[src/rtl/sbm_pkg.sv]
package sbm_pkg;
  typedef enum logic [1:0] {A_IDLE, A_TEN, A_REL} addr_st_e;
  typedef enum logic [1:0] {D_IDLE, D_WAIT, D_TEN, D_REL} data_st_e;
endpackage

[src/rtl/sbm_addr_fsm.sv]
module sbm_addr_fsm
  import sbm_pkg::*;
(
  input  logic clk_i,
  input  logic rst_ni,
  input  logic go_i,
  input  logic abusy_n_i,
  input  logic addr_ack_n_i,
  input  logic addr_retry_n_i,
  output logic start_n_o,
  output logic abusy_n_o,
  output logic abusy_oe_o,
  output logic arm_o,
  output logic retry_o
);
  addr_st_e st_q, st_d;
  logic first_q;

  always_comb begin
    st_d = st_q;
    unique case (st_q)
      A_IDLE: if (go_i && abusy_n_i) st_d = A_TEN;
      A_TEN:  if (!addr_ack_n_i) st_d = A_REL;
      A_REL:  st_d = A_IDLE;
      default: st_d = A_IDLE;
    endcase
  end

  always_ff @(posedge clk_i or negedge rst_ni) begin
    if (!rst_ni) begin
      st_q    <= A_IDLE;
      first_q <= 1'b0;
    end else begin
      st_q    <= st_d;
      first_q <= (st_q == A_IDLE) && (st_d == A_TEN);
    end
  end

  // retry only counts when it coincides with the acknowledge
  assign arm_o      = (st_q == A_TEN) && !addr_ack_n_i && addr_retry_n_i;
  assign retry_o    = (st_q == A_TEN) && !addr_ack_n_i && !addr_retry_n_i;
  assign start_n_o  = !((st_q == A_TEN) && first_q);
  assign abusy_oe_o = (st_q != A_IDLE);
  assign abusy_n_o  = (st_q != A_TEN);


  start_one_clk_chk: assert property (@(posedge clk_i) disable iff (!rst_ni)
    !start_n_o |=> start_n_o);

  start_in_tenure_chk: assert property (@(posedge clk_i) disable iff (!rst_ni)
    !start_n_o |-> (abusy_oe_o && !abusy_n_o));

  no_start_on_busy_chk: assert property (@(posedge clk_i) disable iff (!rst_ni)
    $rose(abusy_oe_o) |-> ($past(abusy_n_i) && $past(go_i)));

  addr_hold_chk: assert property (@(posedge clk_i) disable iff (!rst_ni)
    (abusy_oe_o && !abusy_n_o && addr_ack_n_i) |=> (abusy_oe_o && !abusy_n_o));

  addr_release_chk: assert property (@(posedge clk_i) disable iff (!rst_ni)
    (abusy_oe_o && !abusy_n_o && !addr_ack_n_i) |=> (abusy_oe_o && abusy_n_o));

  addr_rel_one_clk_chk: assert property (@(posedge clk_i) disable iff (!rst_ni)
    (abusy_oe_o && abusy_n_o) |=> !abusy_oe_o);
endmodule

[src/rtl/sbm_data_fsm.sv]
module sbm_data_fsm
  import sbm_pkg::*;
(
  input  logic clk_i,
  input  logic rst_ni,
  input  logic arm_i,
  input  logic dgrant_n_i,
  input  logic dbusy_n_i,
  input  logic xfer_ack_n_i,
  output logic dbusy_n_o,
  output logic dbusy_oe_o,
  output logic idle_o,
  output logic done_o
);
  data_st_e st_q, st_d;

  always_comb begin
    st_d = st_q;
    unique case (st_q)
      D_IDLE: if (arm_i) st_d = D_WAIT;
      D_WAIT: if (!dgrant_n_i && dbusy_n_i) st_d = D_TEN;
      D_TEN:  if (!xfer_ack_n_i) st_d = D_REL;
      D_REL:  st_d = D_IDLE;
      default: st_d = D_IDLE;
    endcase
  end

  always_ff @(posedge clk_i or negedge rst_ni) begin
    if (!rst_ni) st_q <= D_IDLE;
    else         st_q <= st_d;
  end

  assign idle_o     = (st_q == D_IDLE);
  assign dbusy_oe_o = (st_q == D_TEN) || (st_q == D_REL);
  assign dbusy_n_o  = (st_q != D_TEN);
  assign done_o     = (st_q == D_REL);


  data_grant_chk: assert property (@(posedge clk_i) disable iff (!rst_ni)
    $rose(dbusy_oe_o) |-> ($past(!dgrant_n_i) && $past(dbusy_n_i)));

  data_hold_chk: assert property (@(posedge clk_i) disable iff (!rst_ni)
    (dbusy_oe_o && !dbusy_n_o && xfer_ack_n_i) |=> (dbusy_oe_o && !dbusy_n_o));

  data_rel_one_clk_chk: assert property (@(posedge clk_i) disable iff (!rst_ni)
    (dbusy_oe_o && dbusy_n_o) |=> !dbusy_oe_o);

  done_pulse_chk: assert property (@(posedge clk_i) disable iff (!rst_ni)
    done_o |=> !done_o);
endmodule

[src/rtl/sbm_retry_cnt.sv]
module sbm_retry_cnt #(
  parameter int CNT_W = 4
) (
  input  logic             clk_i,
  input  logic             rst_ni,
  input  logic             inc_i,
  output logic [CNT_W-1:0] cnt_o
);
  localparam logic [CNT_W-1:0] CntMax = {CNT_W{1'b1}};
  logic [CNT_W-1:0] cnt_q;

  always_ff @(posedge clk_i or negedge rst_ni) begin
    if (!rst_ni)                        cnt_q <= '0;
    else if (inc_i && cnt_q != CntMax)  cnt_q <= cnt_q + 1'b1;
  end

  assign cnt_o = cnt_q;


  cnt_inc_chk: assert property (@(posedge clk_i) disable iff (!rst_ni)
    (inc_i && cnt_q != CntMax) |=> (cnt_q == CNT_W'($past(cnt_q) + 1'b1)));

  cnt_sat_chk: assert property (@(posedge clk_i) disable iff (!rst_ni)
    (cnt_q == CntMax) |=> (cnt_q == CntMax));
endmodule

[src/rtl/split_bus_master.sv]
module split_bus_master #(
  parameter int CNT_W = 4
) (
  input  logic             clk_i,
  input  logic             rst_ni,
  input  logic             req_i,
  output logic             done_o,
  output logic [CNT_W-1:0] retry_cnt_o,
  input  logic             abusy_n_i,
  output logic             start_n_o,
  output logic             abusy_n_o,
  output logic             abusy_oe_o,
  input  logic             addr_ack_n_i,
  input  logic             addr_retry_n_i,
  input  logic             dgrant_n_i,
  input  logic             dbusy_n_i,
  output logic             dbusy_n_o,
  output logic             dbusy_oe_o,
  input  logic             xfer_ack_n_i
);
  logic arm, retry, d_idle;

  sbm_addr_fsm u_addr (
    .clk_i, .rst_ni,
    .go_i           (req_i && d_idle),
    .abusy_n_i, .addr_ack_n_i, .addr_retry_n_i,
    .start_n_o, .abusy_n_o, .abusy_oe_o,
    .arm_o          (arm),
    .retry_o        (retry)
  );

  sbm_data_fsm u_data (
    .clk_i, .rst_ni,
    .arm_i          (arm),
    .dgrant_n_i, .dbusy_n_i, .xfer_ack_n_i,
    .dbusy_n_o, .dbusy_oe_o,
    .idle_o         (d_idle),
    .done_o
  );

  sbm_retry_cnt #(.CNT_W(CNT_W)) u_cnt (
    .clk_i, .rst_ni,
    .inc_i          (retry),
    .cnt_o          (retry_cnt_o)
  );


  one_tenure_chk: assert property (@(posedge clk_i) disable iff (!rst_ni)
    !(abusy_oe_o && dbusy_oe_o));
endmodule

[config.mk]
export PLATFORM = sky130hd
export DESIGN_NAME = split_bus_master
export DESIGN_NICKNAME = d
export VERILOG_FILES = /design/src/rtl/sbm_pkg.sv /design/src/rtl/sbm_addr_fsm.sv /design/src/rtl/sbm_data_fsm.sv /design/src/rtl/sbm_retry_cnt.sv /design/src/rtl/split_bus_master.sv
export SDC_FILE = /design/constraint.sdc
export NUM_CORES = 1
export LEC_CHECK = 0
export ABC_AREA = 0
export BUFFER_PORTS_ARGS = -buffer_cell sky130_fd_sc_hd__buf_2
export CAP_MARGIN = 20
export CORE_MARGIN = 4
export CORE_UTILIZATION = 40
export CTS_CLUSTER_DIAMETER = 50
export DETAILED_ROUTE_END_ITERATION = 10
export PLACE_DENSITY_LB_ADDON = 0.08
export RECOVER_POWER = 25
export SLEW_MARGIN = 20
export SYNTH_ARGS = -nofsm -noshare
export SYNTH_HDL_FRONTEND = slang
export SYNTH_HIERARCHICAL = 1
export SYNTH_SLANG_ARGS = --single-unit
[constraint.sdc]
create_clock -name clk_i -period 2.1 [get_ports clk_i]
set_input_delay 0.315 -clock clk_i [delete_from_list [all_inputs] [get_ports clk_i]]
set_output_delay 0.315 -clock clk_i [all_outputs]
set_load 0.005 [all_outputs]
== After elaboration in Yosys (flattened, before gate mapping) ==
Cells that the tools add are included.
Widths: inputs -> output; s select.
Operators by class
  reduce and logical (&&, ||, !) cells: 18
  equality and inequality tests: 11
  multiplexer cells: 7
  add/subtract/negate cells: 1
Operator list (count)
  $mux 2: 5
  $logic_and 1x1->1: 9
  $pmux 2 s4: 1
  $eq 2x1->1 const B: 3
  $ne 2x2->1 const B: 3
  $add 4x1->4 const B: 1
  $eq 2x2->1 const B: 2
  $logic_not 1->1: 4
  $logic_not 2->1: 2
  $ne 2x1->1 const B: 2
  $ne 4x4->1 const B: 1
  $pmux 2 s2: 1
  $reduce_and 3->1: 1
  $reduce_bool 2->1: 1
  $logic_or 1x1->1: 1
Word-level totals
  flip-flop bits (word level): 9
  output and inout port bits: 10
  input bits: 9

== Longest topological paths before layout ==
Gate-level depths: netlist of the first run.
  depth after elaboration: 7
  gate-level depth with buffers: 5

== Hierarchy ==
The synthesis of the first run kept the hierarchy.
By module, submodules not included
  sbm_retry_cnt: area each 210.2 sq um, sequential area each 100.1 sq um, cells an instance 20, instances 1
  sbm_data_fsm: area each 175.2 sq um, sequential area each 50.0 sq um, cells an instance 17, instances 1
  sbm_addr_fsm: area each 136.4 sq um, sequential area each 75.1 sq um, cells an instance 13, instances 1
  split_bus_master: area each 6.3 sq um, sequential area each 0.0 sq um, cells an instance 1, instances 1

== Worst setup path after synthesis of the first run ==
No wires, ideal clock.
  path type: register to register
  from: register u_addr.st_q[1]
  to: register u_data.st_q[1]
  arrival: 1.495 ns
  path slack: 0.478 ns
  buffers on the path: 0
  data required time: 1.973 ns
  period minus slack after synthesis: 1.622 ns
  stages on the path, launching flop included: 6
  cells stage by stage: dfrtp_1 > nor3b_2 > and2_1 > inv_1 > a222oi_1 > mux2_1
Between the ends
  cells in the longest elaborated chain, start to end: 5
Ends and longest elaborated chain
  start, declared: line sbm_addr_fsm.sv:16  | addr_st_e st_q, st_d;
  start signal, assigned: line sbm_addr_fsm.sv:34  | st_q <= st_d;
  $eq 2x1->1: line sbm_addr_fsm.sv:40  | assign arm_o = (st_q == A_TEN) && !addr_ack_n_i && addr_retry_n_i;
  $logic_and 1x1->1 (2 in series): line sbm_addr_fsm.sv:40
  named net arm: line split_bus_master.sv:21  | logic arm, retry, d_idle;
  $ne 2x2->1 (no source line)
  $reduce_and 3->1 (no source line)
  end signal, assigned: line sbm_data_fsm.sv:30  | else st_q <= st_d;
  end, declared: line sbm_data_fsm.sv:15  | data_st_e st_q, st_d;
The timed path passes the listed nets, and every way through them passes these cells.
A chain may end at the register's enable or synchronous reset.

== Worst setup path in the final report of the first run ==
  from: register u_data.st_q[0]
  to: output dbusy_oe_o
Between the ends
  cells in the longest elaborated chain, start to end: 2
  elaborated cells on any way between the ends: 3
  those cells by class: 2 x eq/ne; 1 x reduce/logical
Ends and longest elaborated chain
  $eq 2x2->1: line sbm_data_fsm.sv:34  | assign dbusy_oe_o = (st_q == D_TEN) || (st_q == D_REL);
  $logic_or 1x1->1 (*): line sbm_data_fsm.sv:34
  end, declared: line split_bus_master.sv:18  | output logic dbusy_oe_o,
Every way passes the cells marked *; elsewhere a longest branch is shown, timed or not.

==> results of run 1 <==
## registers in the layout, indices dropped and copies added (netlist names)
name            flops
u_addr/first_q      1
u_data/st_q         2
u_cnt/cnt_o         4
u_addr/st_q         2
## power breakdown
part           internal [mW]  switching (mW)  leakage, nW
logic                  0.201           0.178        0.218
clock network         0.0732          0.0603       0.0150
registers              0.242          0.0804        0.113
## layout make-up
cell class / count / area (sq um)
inverters: 5 / 18.8
well taps: 14 / 17.5
fillers: 103 / 493
flip-flops and latches: 9 / 225
clock buffers: 4 / 26.3
repair buffers: 20 / 106
multi-input cells: 37 / 284
## timing repair
item                      in CTS  in global routing
hold buffers                   1                  0
hold endpoints to repair       9                  0
buffers inserted               0                  0
## routing by layer
metal / global-route usage (%) / up-vias / share of wire, %
li1: - / 227 / -
met1: 15.8 / 195 / 45
met2: 16.9 / 11 / 47
met3: 6.10 / 2 / 7.3
met4: 7.23 / 0 / 1.1
met5: 0 / - / 0
## final timing paths
kind                                start             end  slack (ns)  depth (start not counted)
max                        u_data/st_q[0]      dbusy_oe_o        0.39                          4
min                          addr_ack_n_i  u_addr/st_q[1]        0.26                          2
max reg2reg                u_addr/st_q[1]  u_data/st_q[1]        0.39                          5
min reg2reg                u_addr/st_q[1]  u_addr/st_q[1]        0.47                          1
max in group asynchronous          rst_ni  u_data/st_q[0]        1.25                          2
min in group asynchronous          rst_ni  u_cnt/cnt_o[0]        0.52                          2
## per-stage QoR
step / std cells / setup slack (ns) / util [%]
2_1_floorplan: 51 / 0.478 / -
3_3_place_gp: 84 / 0.403 / 54.9
3_5_place_dp: 84 / 0.349 / 54.9
4_1_cts: 89 / 0.361 / 58.0
5_1_grt: 89 / 0.291 / 57.9
6_report: 89 / 0.394 / 57.9
## placed cells by master (no fill, tap or decap)
master	synthesis	final
a31oi_1	1	1
a21oi_1	1	1
buf_2	0	17
and2_1	2	2
clkbuf_1	0	2
nand2_1	2	2
nand3b_1	1	1
or2_1	1	1
nor3b_2	1	1
a222oi_1	1	1
mux2_1	2	2
nor2b_1	1	1
dlygate4sd3_1	0	1
buf_4	0	1
nand2b_1	6	6
inv_1	5	5
clkbuf_4	0	3
mux2i_1	1	1
o22ai_1	1	1
or2_2	1	1
and3_1	1	1
nand4_1	3	3
nor2_1	2	2
o211ai_1	2	2
dfrtp_1	9	9
nor3_1	1	1
ha_1	6	6
## cells by family (layout without fill, tap and decap cells)
kind of cell             after synthesis  after routing
multiplexers                           3              3
AO/OA/AOI/OAI                          6              6
flip-flops                             9              9
adder cells (fa/ha/maj)                6              6
AND/OR/NAND/NOR                       22             22
buffers and inverters                  5             29
==> results_dict.tcl, run 1 <==
set metrics [dict create \
    cts_root_buf "clkbuf_4" \
    clk-insertion-delay-late_ns 0.26 \
    die_w_um 44.3 \
    synth_cell_types 22 \
    critPathBufInv 2 \
    period_share_pct 81.2 \
    core_area_sq_um 1170 \
    async_reset_ff_share_pct 100 \
    cpMaxStageDelayCell "dfrtp_1" \
    synthMuxAreaShare_pct 6.16 \
    drv_slew 0 \
    synthCells 51 \
    start_util_pct 45.1 \
    cts_buffers 3 \
    worst_setup_path_start_kind "flop" \
    synth-simple-area-share_pct 25.4 \
    drive_gt1_share_pct 30.7 \
    hpwl_um 789 \
    clk_path_buf_depth 2 \
    grt_use_total_pct 12.4 \
    grt_antenna_before_repair 0 \
    drc 0 \
    yosys-top-cells-count "9 x dfrtp_1, 6 x ha_1, 6 x nand2b_1" \
    maxCapViolations 0 \
    port_buffers 18 \
    postCtsResizedCells 0 \
    pin_count 19 \
    powerDensity_nw_per_um2 1230 \
    peakVddDrop_mv 0.520 \
    via_per_inst 4.89 \
    fin_area_sq_um 678 \
    final.setup_skew_ns 0.00202 \
    synth_xor_area_share_pct 0 \
    setup_viol 0 \
    outcome "complete, no violations" \
    synth_edf_count 0 \
    vias 435 \
    rsz0062_at_grt "false" \
    area_growth_pct 28.4 \
    crit_type "flop to primary output" \
    rows 12 \
    max_stage_delay_ns 0.39 \
    avgSynthCellArea_sq_um 10.4 \
    syn-num-nets 66 \
    synthTopCellsByArea "dfrtp_1 43%, ha_1 14%, nand2b_1 7.1%" \
    synth_top_family_by_area "simple AND/OR/NAND/NOR gates" \
    grt_pass1_vias 388 \
    ys_seq_area_share_pct 42.7 \
    crit_family "flip-flops" \
    ys_warn_count 6 \
    htree_levels 1 \
    final_nets 91 \
    worst_pin_slew_ns 0.484 \
    synth_fa_ha_area_share_pct 14.2 \
    overflow 0 \
    cts.clk_slew.worst_paths_ns 0.06 \
    ys.flop_type "dfrtp_1" \
    crit_path_cell_trace "inv_1, ha_1, or2_2, buf_2" \
    cp_max_fo 4 \
    clock-sinks 9 \
    worst_hold_slack_ns 0.255 \
    dieHeight_um 44.3 \
    ys_seq_elements 9 \
    relSlewSlack_pct 67.7 \
    synth_most_common_cell "dfrtp_1" \
    period_minus_slack_ns 1.71 \
    endpoint_kind "primary output" \
    required_ns 1.78 \
    p_total_mw 0.835 \
    totalWireLength_um 994 \
    synth_top_area_share_pct 42.7 \
    hold_class "input pin to flop" \
    hold_viol 0 \
    synthesis.area_sq_um 528 \
    grt_pass1_wl_mm 1.70 \
    dieArea_sq_um 1970 \
    fmax_mhz 586 \
    antenna_cells 0 \
    drt_pass1_iterations 4 \
    synth-compound-area-share_pct 8.06 \
    crit_arrival_ns 1.39 \
    finalSetupTns_ns 0 \
    cts_tree "built" \
    placed_cell_area_sq_um 643 \
    drt_iter0_markers 14 \
    yosysTopAreaCell "dfrtp_1" \
    ant_nets 0 \
    place_congestion 0.749 \
    leakagePower_nw 0.346 \
    wl_per_cell_um 11.2 \
    grt_max_degree 10 \
]
No activity file was read; power rests on OpenSTA's default activity.
==> run 2: changes to the inputs <==
Settings changed: ABC_AREA 0 to 1.
Clock period 2.1 ns to 1.4 ns, I/O delays scaled along.
==> run 2 against run 1 <==
Sequential power is 42% higher. Non-clock buffer count up 2. Combinational power is 88% higher. Via count grew 16%. Synthesized area increased by 6.2%. Clock skew fell by 0.00084 ns. The flow now finishes with violations (setup timing). Highest routed layer is now met3. Clock-buffer cell count stayed put. Core utilization is 0.12 points higher. First-iteration DRC count decreased by 64%. Synthesized cell count rose by 41%. Die area up 5.0%.
==> results_dict.tcl, run 2 <==
set metrics [dict create \
    clk-insertion-delay-late_ns 0.25 \
    port_buffers 18 \
    outcome "complete, but fails checks" \
    ys_seq_elements 9 \
    timing.final.ws_setup_ns -0.0706 \
    period_share_pct 105 \
    htree_levels 1 \
    max_stage_delay_ns 0.44 \
    cts.clk_slew.worst_paths_ns 0.06 \
    peakVddDrop_mv 0.919 \
    pin_count 19 \
    synthCells 72 \
    synthTopCellsByArea "dfrtp_1 40%, ha_1 13%, nand2_1 13%" \
    cp_max_fo 3 \
    largest_reg_flops 4 \
    drive_gt1_share_pct 36.7 \
    synth_cell_types 16 \
    totalWireLength_mm 1.08 \
    synth_edf_count 0 \
    start_util_pct 42.5 \
    avgSynthCellArea_sq_um 7.79 \
    hpwl_um 819 \
    grt_pass1_vias 456 \
    violations "setup timing" \
    clk_path_buf_depth 2 \
    crit_arrival_ns 1.26 \
    ys_warn_count 6 \
    cts_tree "built" \
    core_area_sq_um 1320 \
    place_congestion 0.712 \
    relSlewSlack_pct 67.7 \
    yosys-top-cells-count "20 x nand2_1, 16 x inv_1, 9 x dfrtp_1" \
    yosysTopAreaCell "dfrtp_1" \
    period_minus_slack_ns 1.47 \
    vias 503 \
    rsz0062_at_grt "true" \
    clock-sinks 9 \
    endpoint_kind "primary output" \
    hold_class "input pin to flop" \
    dieArea_sq_um 2060 \
    cpMaxStageDelayCell "dfrtp_2" \
    drv_slew 0 \
    synth_most_common_cell "nand2_1" \
    multi_input_area_sq_um 302 \
    setup_viol 1 \
    antenna_cells 0 \
    fmax_mhz 680 \
    final.setup_skew_ns 0.00117 \
    area_growth_pct 36.4 \
    ys_seq_area_share_pct 40.2 \
    fillers 126 \
    powerDensity_nw_per_um2 1780 \
    dieHeight_um 45.4 \
    cts_buffers 3 \
    required_ns 1.19 \
    crit_type "flop to primary output" \
    grt_pass1_wl_mm 1.87 \
    maxCapViolations 0 \
    layout_commonest_cell "nand2_1" \
    mostFrequentLayoutCells "20 x nand2_1, 16 x buf_2, 15 x inv_1, 8 x dfrtp_1, 5 x nand3_1" \
    final-seq-area_sq_um 226 \
    worst_setup_path_start_kind "flop" \
    synthesis.area_sq_um 561 \
    async_reset_ff_share_pct 100 \
    die_w_um 45.4 \
    wl_per_cell_um 9.58 \
    drt_iter0_markers 5 \
    leakagePower_nw 0.457 \
    cts_root_buf "clkbuf_4" \
    crit_path_cell_trace "ha_2, or2_4, buf_6" \
    final_nets 114 \
    ant_nets 0 \
    rows 13 \
    grt_use_total_pct 12.7 \
    worst_pin_slew_ns 0.484 \
    drc 0 \
    synth_top_area_share_pct 40.2 \
    ys.flop_type "dfrtp_1" \
    hold_viol 0 \
    via_per_inst 4.45 \
    p_total_mw 1.36 \
    grt_antenna_before_repair 0 \
    fin_util_pct 58.0 \
    overflow 0 \
    drt_pass1_iterations 6 \
    syn-num-nets 87 \
    grt_max_degree 10 \
]
## run 2: cell type report
class                      instances  share of cell area [%]
clock buffer                       4                    3.44
inverter                          17                    8.35
multi-input combinational         46                    39.4
sequential                         9                    29.6
tap                               15                    2.45
timing repair buffer              22                    16.7
## run 2: metrics by stage
| stage | setup slack (ns) | setup TNS, ns | area [sq um] | std cells | hold WS, ns |
|---|---|---|---|---|---|
| 3_3_place_gp | 0.123 | 0 | 669 | 105 | 0.0707 |
| 5_1_grt | -0.129 | -0.252 | 764 | 113 | 0.248 |
| 4_1_cts | -0.0692 | -0.0692 | 752 | 113 | 0.211 |
| 2_1_floorplan | 0.240 | 0 | 561 | 72 | -0.0856 |
| 3_5_place_dp | 0.0724 | 0 | 669 | 105 | 0.0724 |
| 6_report | -0.0706 | -0.0706 | 764 | 113 | 0.212 |
## run 2: worst max-delay path: cells and delay by family, from the launching register on
kind          cells  cell delay [ns]
flops             1             0.44
simple gates      1             0.25
fa+ha+maj         1             0.21
buf+inv           1             0.11
## run 2: worst paths after layout
path                                      from        endpoint  slack [ns]  depth (start not counted)
worst max-delay path            u_data/st_q[1]      dbusy_oe_o       -0.07                          3
worst min-delay path              addr_ack_n_i  u_addr/st_q[0]        0.21                          3
worst max register to register  u_data/st_q[1]  u_data/st_q[0]        0.05                          6
worst min register to register  u_data/st_q[0]  u_data/st_q[0]        0.55                          2
max in group asynchronous               rst_ni  u_data/st_q[1]        0.62                          2
min in group asynchronous               rst_ni  u_data/st_q[0]        0.42                          2
## run 2: power by group
| part | internal (mW) | switching [mW] | total [mW] |
|---|---|---|---|
| clock | 0.109 | 0.0827 | 0.192 |
| sequential | 0.350 | 0.108 | 0.458 |
| combinational | 0.369 | 0.344 | 0.713 |
| total | 0.828 | 0.535 | 1.36 |
## run 2: cell families (layout without fill, tap and decap cells)
logic type | after synthesis | in the layout | share of synthesized area (%)
XOR/XNOR | 1 | 1 | 1.56
buffers and inverters | 17 | 43 | 11.4
AO/OA/AOI/OAI | 3 | 3 | 3.79
adder cells (fa/ha/maj) | 6 | 6 | 13.4
AND/OR/NAND/NOR | 36 | 36 | 29.7
flip-flops | 9 | 9 | 40.2
## run 2: repair_timing
| item | in CTS | in global routing |
|---|---|---|
| endpoints found under the hold margin | 9 | 0 |
| pin swaps | 3 | 2 |
| setup endpoints to repair | 2 | 5 |
| buffers inserted | 3 | 0 |
| resized for setup | 6 | 3 |
| hold buffers | 1 | 0 |
## run 2: metal layers
layer / GRT usage (%) / routed length (um)
met1: 14.9 / 474
met3: 7.11 / 91
met2: 21.4 / 517
met4: 0 / 0
met5: 0 / 0
==> run 3: changes to the inputs <==
Settings changed: ABC_AREA 1 to not set, BUFFER_PORTS_ARGS -buffer_cell sky130_fd_sc_hd__buf_2 to not set, CORE_AREA set to 4 4 41 43, CORE_MARGIN 4 to not set, CORE_UTILIZATION 40 to not set, DIE_AREA set to 0 0 45 47, DONT_BUFFER_PORTS set to 1.
==> run 3 against run 2 <==
Die area is 2.5% higher. Sequential cell count stayed put. Highest routed layer is now met4. First-iteration DRC count is 60% lower. Final cell count is 25% lower. Worst hold slack worse by 0.11 ns. Register-to-register slack worse by 0.31 ns. Non-clock buffer count is 7 lower. The flow still finishes with violations (setup timing). Sequential power is 4.8% higher.
==> results_dict.tcl, run 3 (synthesis gave the netlist of run 1 again) <==
set metrics [dict create \
    timing.final.ws_setup_ns -0.255 \
    clk_path_buf_depth 2 \
    crit_type "flop to flop" \
    grt_pass1_wl_mm 1.92 \
    final.setup_skew_ns 0.00165 \
    crit_path_start "u_addr/st_q[1]" \
    port_buffers 0 \
    worst_hold_slack_ns 0.103 \
    fin_util_pct 57.0 \
    leakagePower_nw 0.352 \
    clk-insertion-delay-late_ns 0.25 \
    overflow 0 \
    r2r-end "u_data/st_q[1]" \
    period_minus_slack_ns 1.66 \
    min_from "abusy_n_i" \
    cts_buffers 3 \
    pin_count 19 \
    powerDensity_nw_per_um2 1980 \
    totalWireLength_mm 1.15 \
    endpoint_kind "flop" \
    vias 445 \
    wl_per_cell_um 13.5 \
    crit_arrival_ns 1.79 \
    htree_levels 1 \
    worst-r2r-cell-count 5 \
    clock-sinks 9 \
    required_ns 1.53 \
    r2r-start "u_addr/st_q[1]" \
    rsz0062_at_grt "true" \
    fillers 117 \
    drt_iter0_markers 2 \
    cp_max_fo 2 \
    hold_class "input pin to flop" \
    cpMaxStageDelayCell "dfrtp_1" \
    drive_gt1_share_pct 35.7 \
    hpwl_um 946 \
    layout_commonest_cell "buf_4" \
    largest_reg_flops 4 \
    relSlewSlack_pct 73.3 \
    start_util_pct 40.6 \
    die_w_um 45 \
    period_share_pct 118 \
    place_congestion 0.724 \
    violations "setup timing" \
    hold_end "u_addr/first_q" \
    dieHeight_um 47 \
    worst_pin_slew_ns 0.399 \
    antenna_cells 0 \
    outcome "complete, but fails checks" \
    fin_area_sq_um 742 \
    post-place-ws_ns -0.262 \
    cts_tree "built" \
    drv_slew 0 \
    area_growth_pct 40.5 \
    grt_max_degree 10 \
    r2r_slack_ns -0.26 \
    hold_viol 0 \
    whs_path_depth 2 \
    crit_path_cell_trace "nor3b_2, and2_1, inv_1, a222oi_1, mux2_1" \
    drt_pass1_iterations 5 \
    fmax_mhz 604 \
    critPathBufInv 1 \
    rows 13 \
    drc 0 \
    setup_viol 3 \
    worst_setup_path_start_kind "flop" \
    ant_nets 0 \
    final_nets 86 \
    grt_antenna_before_repair 0 \
    max_stage_delay_ns 0.39 \
    peakVddDrop_mv 0.835 \
    placed_cell_area_sq_um 642 \
    grt_pass1_vias 479 \
    via_per_inst 5.24 \
    dieArea_sq_um 2120 \
    crit_family "flip-flops" \
    grt_use_total_pct 12.8 \
    cts.clk_slew.worst_paths_ns 0.06 \
    maxCapViolations 0 \
    core_area_sq_um 1300 \
    cts_root_buf "clkbuf_4" \
    mostFrequentLayoutCells "13 x buf_4, 9 x dfrtp_1, 5 x nand2b_1, 4 x inv_1, 4 x ha_1" \
]
run 3: cell count changes in the layout (fill, tap and decap cells not counted), moves of 2 or more:
cell      delta
and2_1       +2
buf_2       -16
buf_4       +10
inv_1       -11
nand2_1     -18
nand2b_1     +5
nand3_1      -5
nand3_2      -2
nand4_1      +2
nor2_1       -2
o211ai_1     +2
run 3: worst register-to-register path: stages, from the launching register on:
cell and delay, ns:
dfrtp_1 0.39, nor3b_2 0.20, and2_1 0.15, inv_1 0.04, a222oi_1 0.39, mux2_1 0.36
run 3: layout make-up:
class	instances	area [sq um]	area share, %
multi-input combinational	37	334	45.0
sequential	9	225	30.4
timing repair buffer	15	119	16.0
clock buffer	4	26.3	3.54
inverter	5	18.8	2.53
tap	15	18.8	2.53
run 3: worst max-delay path by stage:
stage,cells after the start,endpoint,slack [ns]
global placement,5,u_data/st_q[1],-0.17
detailed placement,5,u_data/st_q[1],-0.26
global route,5,u_data/st_q[1],-0.36
floorplan,5,u_data/st_q[1],-0.18
finish,5,u_data/st_q[1],-0.26
CTS,5,u_data/st_q[1],-0.26
run 3: stage by stage:
step / power [mW] / std cells / setup TNS (ns)
finish: 1.47 / 85 / -0.469
global route: 1.61 / 85 / -0.794
CTS: 1.46 / 85 / -0.554
detailed placement: 1.16 / 78 / -0.499
global placement: 1.10 / 78 / -0.305
floorplan: 0.841 / 51 / -0.183
run 3: routing by layer:
metal / up-vias / track usage (%) / wire length (um)
met4: 0 / 8.19 / 5
met5: - / 0 / 0
li1: 218 / - / -
met2: 19 / 23.2 / 585
met3: 2 / 4.21 / 98
met1: 206 / 12.4 / 457
run 3: timing repair:
item / CTS / global route
pin swaps: 2 / 2
resized for setup: 8 / 2
endpoints found under the setup margin: 4 / 6
hold buffers: 1 / 0
setup buffers: 2 / 0
hold endpoints to repair: 9 / 0
run 3: power by group:
part           internal, mW  switching, mW
combinational         0.454          0.349
clock                 0.109         0.0793
sequential            0.364          0.116
